File: src/rtl/mbx_pkg.sv
package mbx_pkg;
  localparam int NPORT  = 2;
  localparam int PORT_L = 0;
  localparam int PORT_R = 1;

  typedef enum logic [1:0] {
    ACC_IDLE  = 2'd0,
    ACC_READ  = 2'd1,
    ACC_WRITE = 2'd2
  } acc_e;

  function automatic int peer(input int p);
    return (p == PORT_L) ? PORT_R : PORT_L;
  endfunction
endpackage

File: src/rtl/mbx_decode.sv
module mbx_decode
  import mbx_pkg::*;
#(
  parameter int AW = 12
) (
  input  logic [AW-1:0]    addr,
  input  logic             cs_n,
  input  logic             we_n,
  input  logic             oe_n,
  input  logic             busy_n,
  output acc_e             acc,
  output logic [NPORT-1:0] box_hit
);
  localparam logic [AW-1:0] TOP_ADDR  = {AW{1'b1}};
  localparam logic [AW-1:0] NEXT_ADDR = TOP_ADDR - {{(AW-1){1'b0}}, 1'b1};

  always_comb begin
    acc = ACC_IDLE;
    if (!cs_n && busy_n) begin
      if (!we_n)      acc = ACC_WRITE;
      else if (!oe_n) acc = ACC_READ;
    end
  end

  always_comb begin
    box_hit         = '0;
    box_hit[PORT_L] = (addr == NEXT_ADDR);
    box_hit[PORT_R] = (addr == TOP_ADDR);
  end
endmodule

File: src/rtl/mbx_flag.sv
module mbx_flag (
  input  logic clk,
  input  logic rst_n,
  input  logic set,
  input  logic clr,
  output logic irq_n
);
  logic pend_q;

  always_ff @(posedge clk or negedge rst_n) begin
    if (!rst_n)   pend_q <= 1'b1;
    else if (set) pend_q <= 1'b1;
    else if (clr) pend_q <= 1'b0;
  end

  assign irq_n = ~pend_q;
endmodule

File: src/rtl/mbx_store.sv
module mbx_store
  import mbx_pkg::*;
#(
  parameter int DW = 16
) (
  input  logic                      clk,
  input  logic                      rst_n,
  input  logic [NPORT-1:0]          wr_en,
  input  logic [NPORT-1:0][DW-1:0]  wdata,
  output logic [DW-1:0]             word_q
);
  logic [DW-1:0] word_d;

  always_comb begin
    word_d = word_q;
    for (int p = NPORT - 1; p >= 0; p--) begin
      if (wr_en[p]) word_d = wdata[p];
    end
  end

  always_ff @(posedge clk or negedge rst_n) begin
    if (!rst_n) word_q <= '0;
    else        word_q <= word_d;
  end
endmodule

File: src/rtl/mbx_irq_top.sv
module mbx_irq_top
  import mbx_pkg::*;
#(
  parameter int AW = 12,
  parameter int DW = 16
) (
  input  logic          clk,
  input  logic          rst_n,
  input  logic [AW-1:0] lt_addr,
  input  logic          lt_cs_n,
  input  logic          lt_we_n,
  input  logic          lt_oe_n,
  input  logic          lt_busy_n,
  input  logic [DW-1:0] lt_wdata,
  output logic [DW-1:0] lt_rdata,
  output logic          lt_rvalid,
  output logic          lt_irq_n,
  input  logic [AW-1:0] rt_addr,
  input  logic          rt_cs_n,
  input  logic          rt_we_n,
  input  logic          rt_oe_n,
  input  logic          rt_busy_n,
  input  logic [DW-1:0] rt_wdata,
  output logic [DW-1:0] rt_rdata,
  output logic          rt_rvalid,
  output logic          rt_irq_n
);
  logic [NPORT-1:0][AW-1:0]    addr_a;
  logic [NPORT-1:0]            cs_n_a, we_n_a, oe_n_a, busy_n_a;
  logic [NPORT-1:0][DW-1:0]    wdata_a;
  acc_e                        acc_a [NPORT];
  logic [NPORT-1:0][NPORT-1:0] hit_a;
  logic [NPORT-1:0][NPORT-1:0] wr_en_a;
  logic [NPORT-1:0][DW-1:0]    box_q;
  logic [NPORT-1:0][DW-1:0]    rdata_q;
  logic [NPORT-1:0]            rvalid_q;
  logic [NPORT-1:0]            irq_n_a;

  assign addr_a   = {rt_addr,   lt_addr};
  assign cs_n_a   = {rt_cs_n,   lt_cs_n};
  assign we_n_a   = {rt_we_n,   lt_we_n};
  assign oe_n_a   = {rt_oe_n,   lt_oe_n};
  assign busy_n_a = {rt_busy_n, lt_busy_n};
  assign wdata_a  = {rt_wdata,  lt_wdata};

  always_comb begin
    for (int b = 0; b < NPORT; b++) begin
      for (int p = 0; p < NPORT; p++) begin
        wr_en_a[b][p] = (acc_a[p] == ACC_WRITE) && hit_a[p][b];
      end
    end
  end

  for (genvar p = 0; p < NPORT; p++) begin : g_port
    localparam int Q = peer(p);
    logic set_w, clr_w;

    mbx_decode #(.AW(AW)) u_dec (
      .addr    (addr_a[p]),
      .cs_n    (cs_n_a[p]),
      .we_n    (we_n_a[p]),
      .oe_n    (oe_n_a[p]),
      .busy_n  (busy_n_a[p]),
      .acc     (acc_a[p]),
      .box_hit (hit_a[p])
    );

    assign set_w = (acc_a[Q] == ACC_WRITE) && hit_a[Q][p];
    assign clr_w = (acc_a[p] == ACC_READ)  && hit_a[p][p];

    mbx_flag u_flag (
      .clk   (clk),
      .rst_n (rst_n),
      .set   (set_w),
      .clr   (clr_w),
      .irq_n (irq_n_a[p])
    );

    mbx_store #(.DW(DW)) u_box (
      .clk    (clk),
      .rst_n  (rst_n),
      .wr_en  (wr_en_a[p]),
      .wdata  (wdata_a),
      .word_q (box_q[p])
    );

    always_ff @(posedge clk or negedge rst_n) begin
      if (!rst_n) begin
        rvalid_q[p] <= 1'b0;
        rdata_q[p]  <= '0;
      end else begin
        rvalid_q[p] <= (acc_a[p] == ACC_READ) && (|hit_a[p]);
        if ((acc_a[p] == ACC_READ) && (|hit_a[p]))
          rdata_q[p] <= hit_a[p][PORT_R] ? box_q[PORT_R] : box_q[PORT_L];
      end
    end
  end

  assign lt_irq_n  = irq_n_a[PORT_L];
  assign rt_irq_n  = irq_n_a[PORT_R];
  assign lt_rvalid = rvalid_q[PORT_L];
  assign rt_rvalid = rvalid_q[PORT_R];
  assign lt_rdata  = rdata_q[PORT_L];
  assign rt_rdata  = rdata_q[PORT_R];
endmodule

File: config.mk
export PLATFORM = sky130hd
export DESIGN_NAME = mbx_irq_top
export DESIGN_NICKNAME = d
export VERILOG_FILES = /design/src/rtl/mbx_pkg.sv /design/src/rtl/mbx_decode.sv /design/src/rtl/mbx_flag.sv /design/src/rtl/mbx_store.sv /design/src/rtl/mbx_irq_top.sv
export SDC_FILE = /design/constraint.sdc
export NUM_CORES = 1
export LEC_CHECK = 0
export CORE_MARGIN = 2
export CORE_UTILIZATION = 55
export CTS_BUF_LIST = sky130_fd_sc_hd__clkbuf_8
export CTS_CLUSTER_DIAMETER = 40
export CTS_CLUSTER_SIZE = 10
export DETAILED_ROUTE_END_ITERATION = 12
export DONT_BUFFER_PORTS = 1
export GPL_TIMING_DRIVEN = 0
export PLACE_DENSITY = 0.71
export SLEW_MARGIN = 20
export SYNTH_ARGS = -nofsm -noshare
export SYNTH_HDL_FRONTEND = slang
export SYNTH_HIERARCHICAL = 1
export SYNTH_SLANG_ARGS = --single-unit
File: constraint.sdc
create_clock -name clk -period 0.9 [get_ports clk]
set_input_delay 0.045 -clock clk [delete_from_list [all_inputs] [get_ports clk]]
set_output_delay 0.045 -clock clk [all_outputs]
set_load 0.03 [all_outputs]
==> summary.md <==
| Metric | Value |
|---|---|
| Critical path data required time | `1.13 ns` |
| Worst EP arrival | `1.42 ns` |
| Initial antenna violation count | `0` |
| Layout cells sized above 1 | `51.3%` |
| Final Max Tran Viols | `0` |
| Num CTS Buffers | `9` |
| HPWL Detailed | `4970 um` |
| Routed Antenna Nets | `0` |
| Cells along the critical path | `nand4_1 -> nor3_2 -> buf_6 -> buf_6 -> nor2_2 -> nor3b_4 -> buf_6 -> mux2_4` |
| Reg clk slew, reported paths | `0.07 ns` |
| Period utilisation layout | `132%` |
| Worst skew pair latency | `0.34 ns` |
| Hold_ws | `-0.610 ns` |
| Hold-fix buffers at CTS | `32` |
| First-pass iteration count of the detailed router | `4` |
| Vias in the first global route | `2,627` |
| Fmax | `839 MHz` |
| Clk_skew | `0.00811 ns` |
| RePlAce Congestion | `0.737` |
| Root buffer cell | `clkbuf_8` |
| # Max-Cap Violations | `0` |
| P_int | `4140 uW` |
| Yosys reg bits | `68` |
| Peak VDD IR | `856 uV` |
| Final WL | `8820 um` |
| Status | `finished with violations` |
| Final setup fails | `66` |
| Slew headroom | `78.2%` |
| Gr usage total | `24.9%` |
| Core Region | `0.00599 mm^2` |
| I/O Pins | `102` |
| Hold Vio Cnt, Final | `68` |
| CP most frequent cell | `buf_6` |
| Congestion Overflow GR | `0` |
| First-pass GRT wire length | `13,400 um` |
| ANT cells | `0` |
| Tmin final | `1.19 ns` |
| Part of the power in combinational logic | `3.4%` |
| Sequential share of the synthesized area | `49.3%` |
| CP max-delay cell | `mux2_4` |
| Syn Area/Cell | `12.6 um^2` |
| # nets final | `405` |
| Port Buf Inserts | `0` |
| Critical path endpoint category | `flop` |
| NetSw | `1250 uW` |
| WS Path Type | `in2reg` |
| Sw Share | `23.2%` |
| Die Height | `83.3 um` |
| H-tree level count | `3` |
| Max Fanout on Critical Path | `10` |
| Synthesized net count | `340` |
| Power density cells | `1170 mW/mm^2` |
| Failing checks | `hold timing, setup timing` |
| Clk buf depth | `2` |
| Fin area | `0.00459 mm^2` |
| RSZ-0062 raised after global routing | `yes` |
| Worst-Margin Slew | `0.325 ns` |
| Final Worst Setup Slack | `-0.292 ns` |
| Crit-path max cell delay | `0.32 ns` |
| Critical path's top delay family | `simple AND/OR/NAND/NOR gates` |
| DRC | `0` |
| Yosys cell types | `22` |
| Yosys warns | `6` |
| Lkg Pwr | `0.00196 uW` |
| Post-Synthesis Cells | `274` |
| CTS tree | `done` |
| Routed vias | `2,476` |
| R2R cell count | `2` |
| Clock sink total | `68` |
| Setup slack, reg-to-reg | `-0.16 ns` |
| Die width | `83.3 um` |
| Synth-to-layout area growth | `32.9%` |
| Hold Crit Class | `in2async` |
| CP Depth | `8` |
| Sequential share of power | `56.8%` |
| Initial drt markers | `171` |
| Row count | `28` |
| Clock network fraction of design power | `39.7%` |
| Crit start category | `input pin` |
| Starting Density | `57.7%` |
| Post-Place Cell Area | `0.00358 mm^2` |
| Largest net degree at the start of global routing | `69` |
| Worst path buffer plus inverter count | `3` |
| Cell area after synthesis | `0.00346 mm^2` |
| Via density | `5.92` |
| Routed len/inst | `21.1 um` |
| Die area | `0.00694 mm^2` |
layer usage:
metal	GRT usage, %	part of all wire, %	up-vias
li1	-	-	1117
met1	34.2	46	1277
met2	37.9	49	69
met3	5.17	4.2	13
met4	11.9	1.6	0
met5	0	0	-
cell usage after synthesis:
library cell,instances,area share [%]
and3b_1,6,1.5
and4bb_2,2,0.72
buf_12,3,1.7
buf_2,3,0.43
buf_6,5,1.6
clkbuf_1,5,0.54
dfrtp_1,66,48
dfstp_2,2,1.5
inv_1,2,0.22
mux2_2,55,18
mux2_4,9,3.9
mux2i_1,32,9.3
nand2_1,32,3.5
nand4_1,6,1.1
nand4b_1,2,0.51
nor2_2,2,0.36
nor3_1,4,0.58
nor3b_1,2,0.43
nor3b_4,2,1.1
o21ai_0,12,1.7
o21ai_1,20,2.9
o21bai_2,2,0.65
cells by family after synthesis:
kind of cell / after synthesis / synth area share, %
multiplexers: 96 / 31.1
flip-flops: 68 / 49.3
AND/OR/NAND/NOR: 58 / 9.77
AO/OA/AOI/OAI: 34 / 5.28
buffers and inverters: 18 / 4.56
metrics by stage:
step	power (uW)	worst slack [ns]	utilization (%)	TNS, ns	instances
finish	5390	-0.292	76.7	-15.00	418
global route	5550	-0.370	76.7	-19.88	418
CTS	5370	-0.272	74.3	-13.40	412
detailed placement	3160	-0.978	59.7	-53.01	349
global placement	3160	-0.954	59.7	-51.53	349
floorplan	3150	-0.646	-	-34.62	274
path summary, 6_finish.rpt:
path | from | end
setup reg to reg | g_port[1].u_box/word_q[12] | rt_rdata[12]
hold reg to reg | g_port[0].u_box/word_q[11] | g_port[0].u_box/word_q[11]
min in group clk | rt_we_n | g_port[1].u_flag/pend_q
hold / removal | rst_n | rt_rdata[13]
max in group asynchronous | rst_n | g_port[1].u_flag/pend_q
setup / recovery | rt_addr[11] | rt_rdata[13]
power groups by stage:
| stage | logic [uW] | clock network, uW | registers [uW] |
|---|---|---|---|
| 2_1_floorplan | 35.0 | 0 | 3120 |
| 3_3_place_gp | 38.0 | 0 | 3120 |
| 3_5_place_dp | 38.8 | 0 | 3120 |
| 4_1_cts | 178 | 2140 | 3060 |
| 5_1_grt | 197 | 2290 | 3060 |
| 6_report | 186 | 2140 | 3060 |
sequential cells by signal (all words and copies together), names as in the netlist:
name,flops
g_port.u_box/word_q,32
rt_rdata,16
g_port.u_flag/pend_q,2
lt_rdata,16
lt_rvalid,1
rt_rvalid,1
final cells by class:
cell class / count / area (um^2)
fillers: 365 / 1400
inverters: 2 / 7.51
multi-input cells: 188 / 1750
clock inverters: 6 / 33.8
flip-flops and latches: 68 / 1750
repair buffers: 55 / 608
plain buffers: 15 / 228
well taps: 75 / 93.8
clock buffers: 9 / 124
worst reg2reg max path: cells and delay by family (launching register included):
kind	cells	cell delay, ns
DFF	1	0.41
muxes	2	0.55
cells in the final DEF (no fill, tap or decap):
master,netlist,layout
inv_1,2,3
nand2_2,0,2
clkinvlp_4,0,2
buf_4,0,9
and3b_2,0,2
and3b_1,6,4
buf_8,0,4
mux2_2,55,32
nor2_4,0,1
clkinv_2,0,3
and4bb_2,2,2
dfrtp_2,0,34
clkbuf_8,0,11
nand4_1,6,6
o21ai_1,20,28
buf_16,0,2
dlygate4sd3_1,0,32
mux2i_1,32,29
clkbuf_4,0,2
nor3_4,0,1
nor3_1,4,1
mux2_4,9,32
clkbuf_16,0,3
nor3b_4,2,2
mux2i_2,0,3
o21ai_2,0,4
buf_12,3,4
nand4b_1,2,2
dfstp_2,2,2
nand2_1,32,30
nor2_2,2,1
nor3b_2,0,2
o21bai_2,2,2
nor3_2,0,2
buf_6,5,12
dfrtp_1,66,32
repair_timing:
item / in CTS / in global routing
endpoints found under the hold margin: 100 / 68
setup endpoints to repair: 100 / 75
resized for setup: 91 / 29
cloned: 3 / 2
pin swaps: 5 / 0
setup buffers: 14 / 4
(Power assumes the default switching activity.)
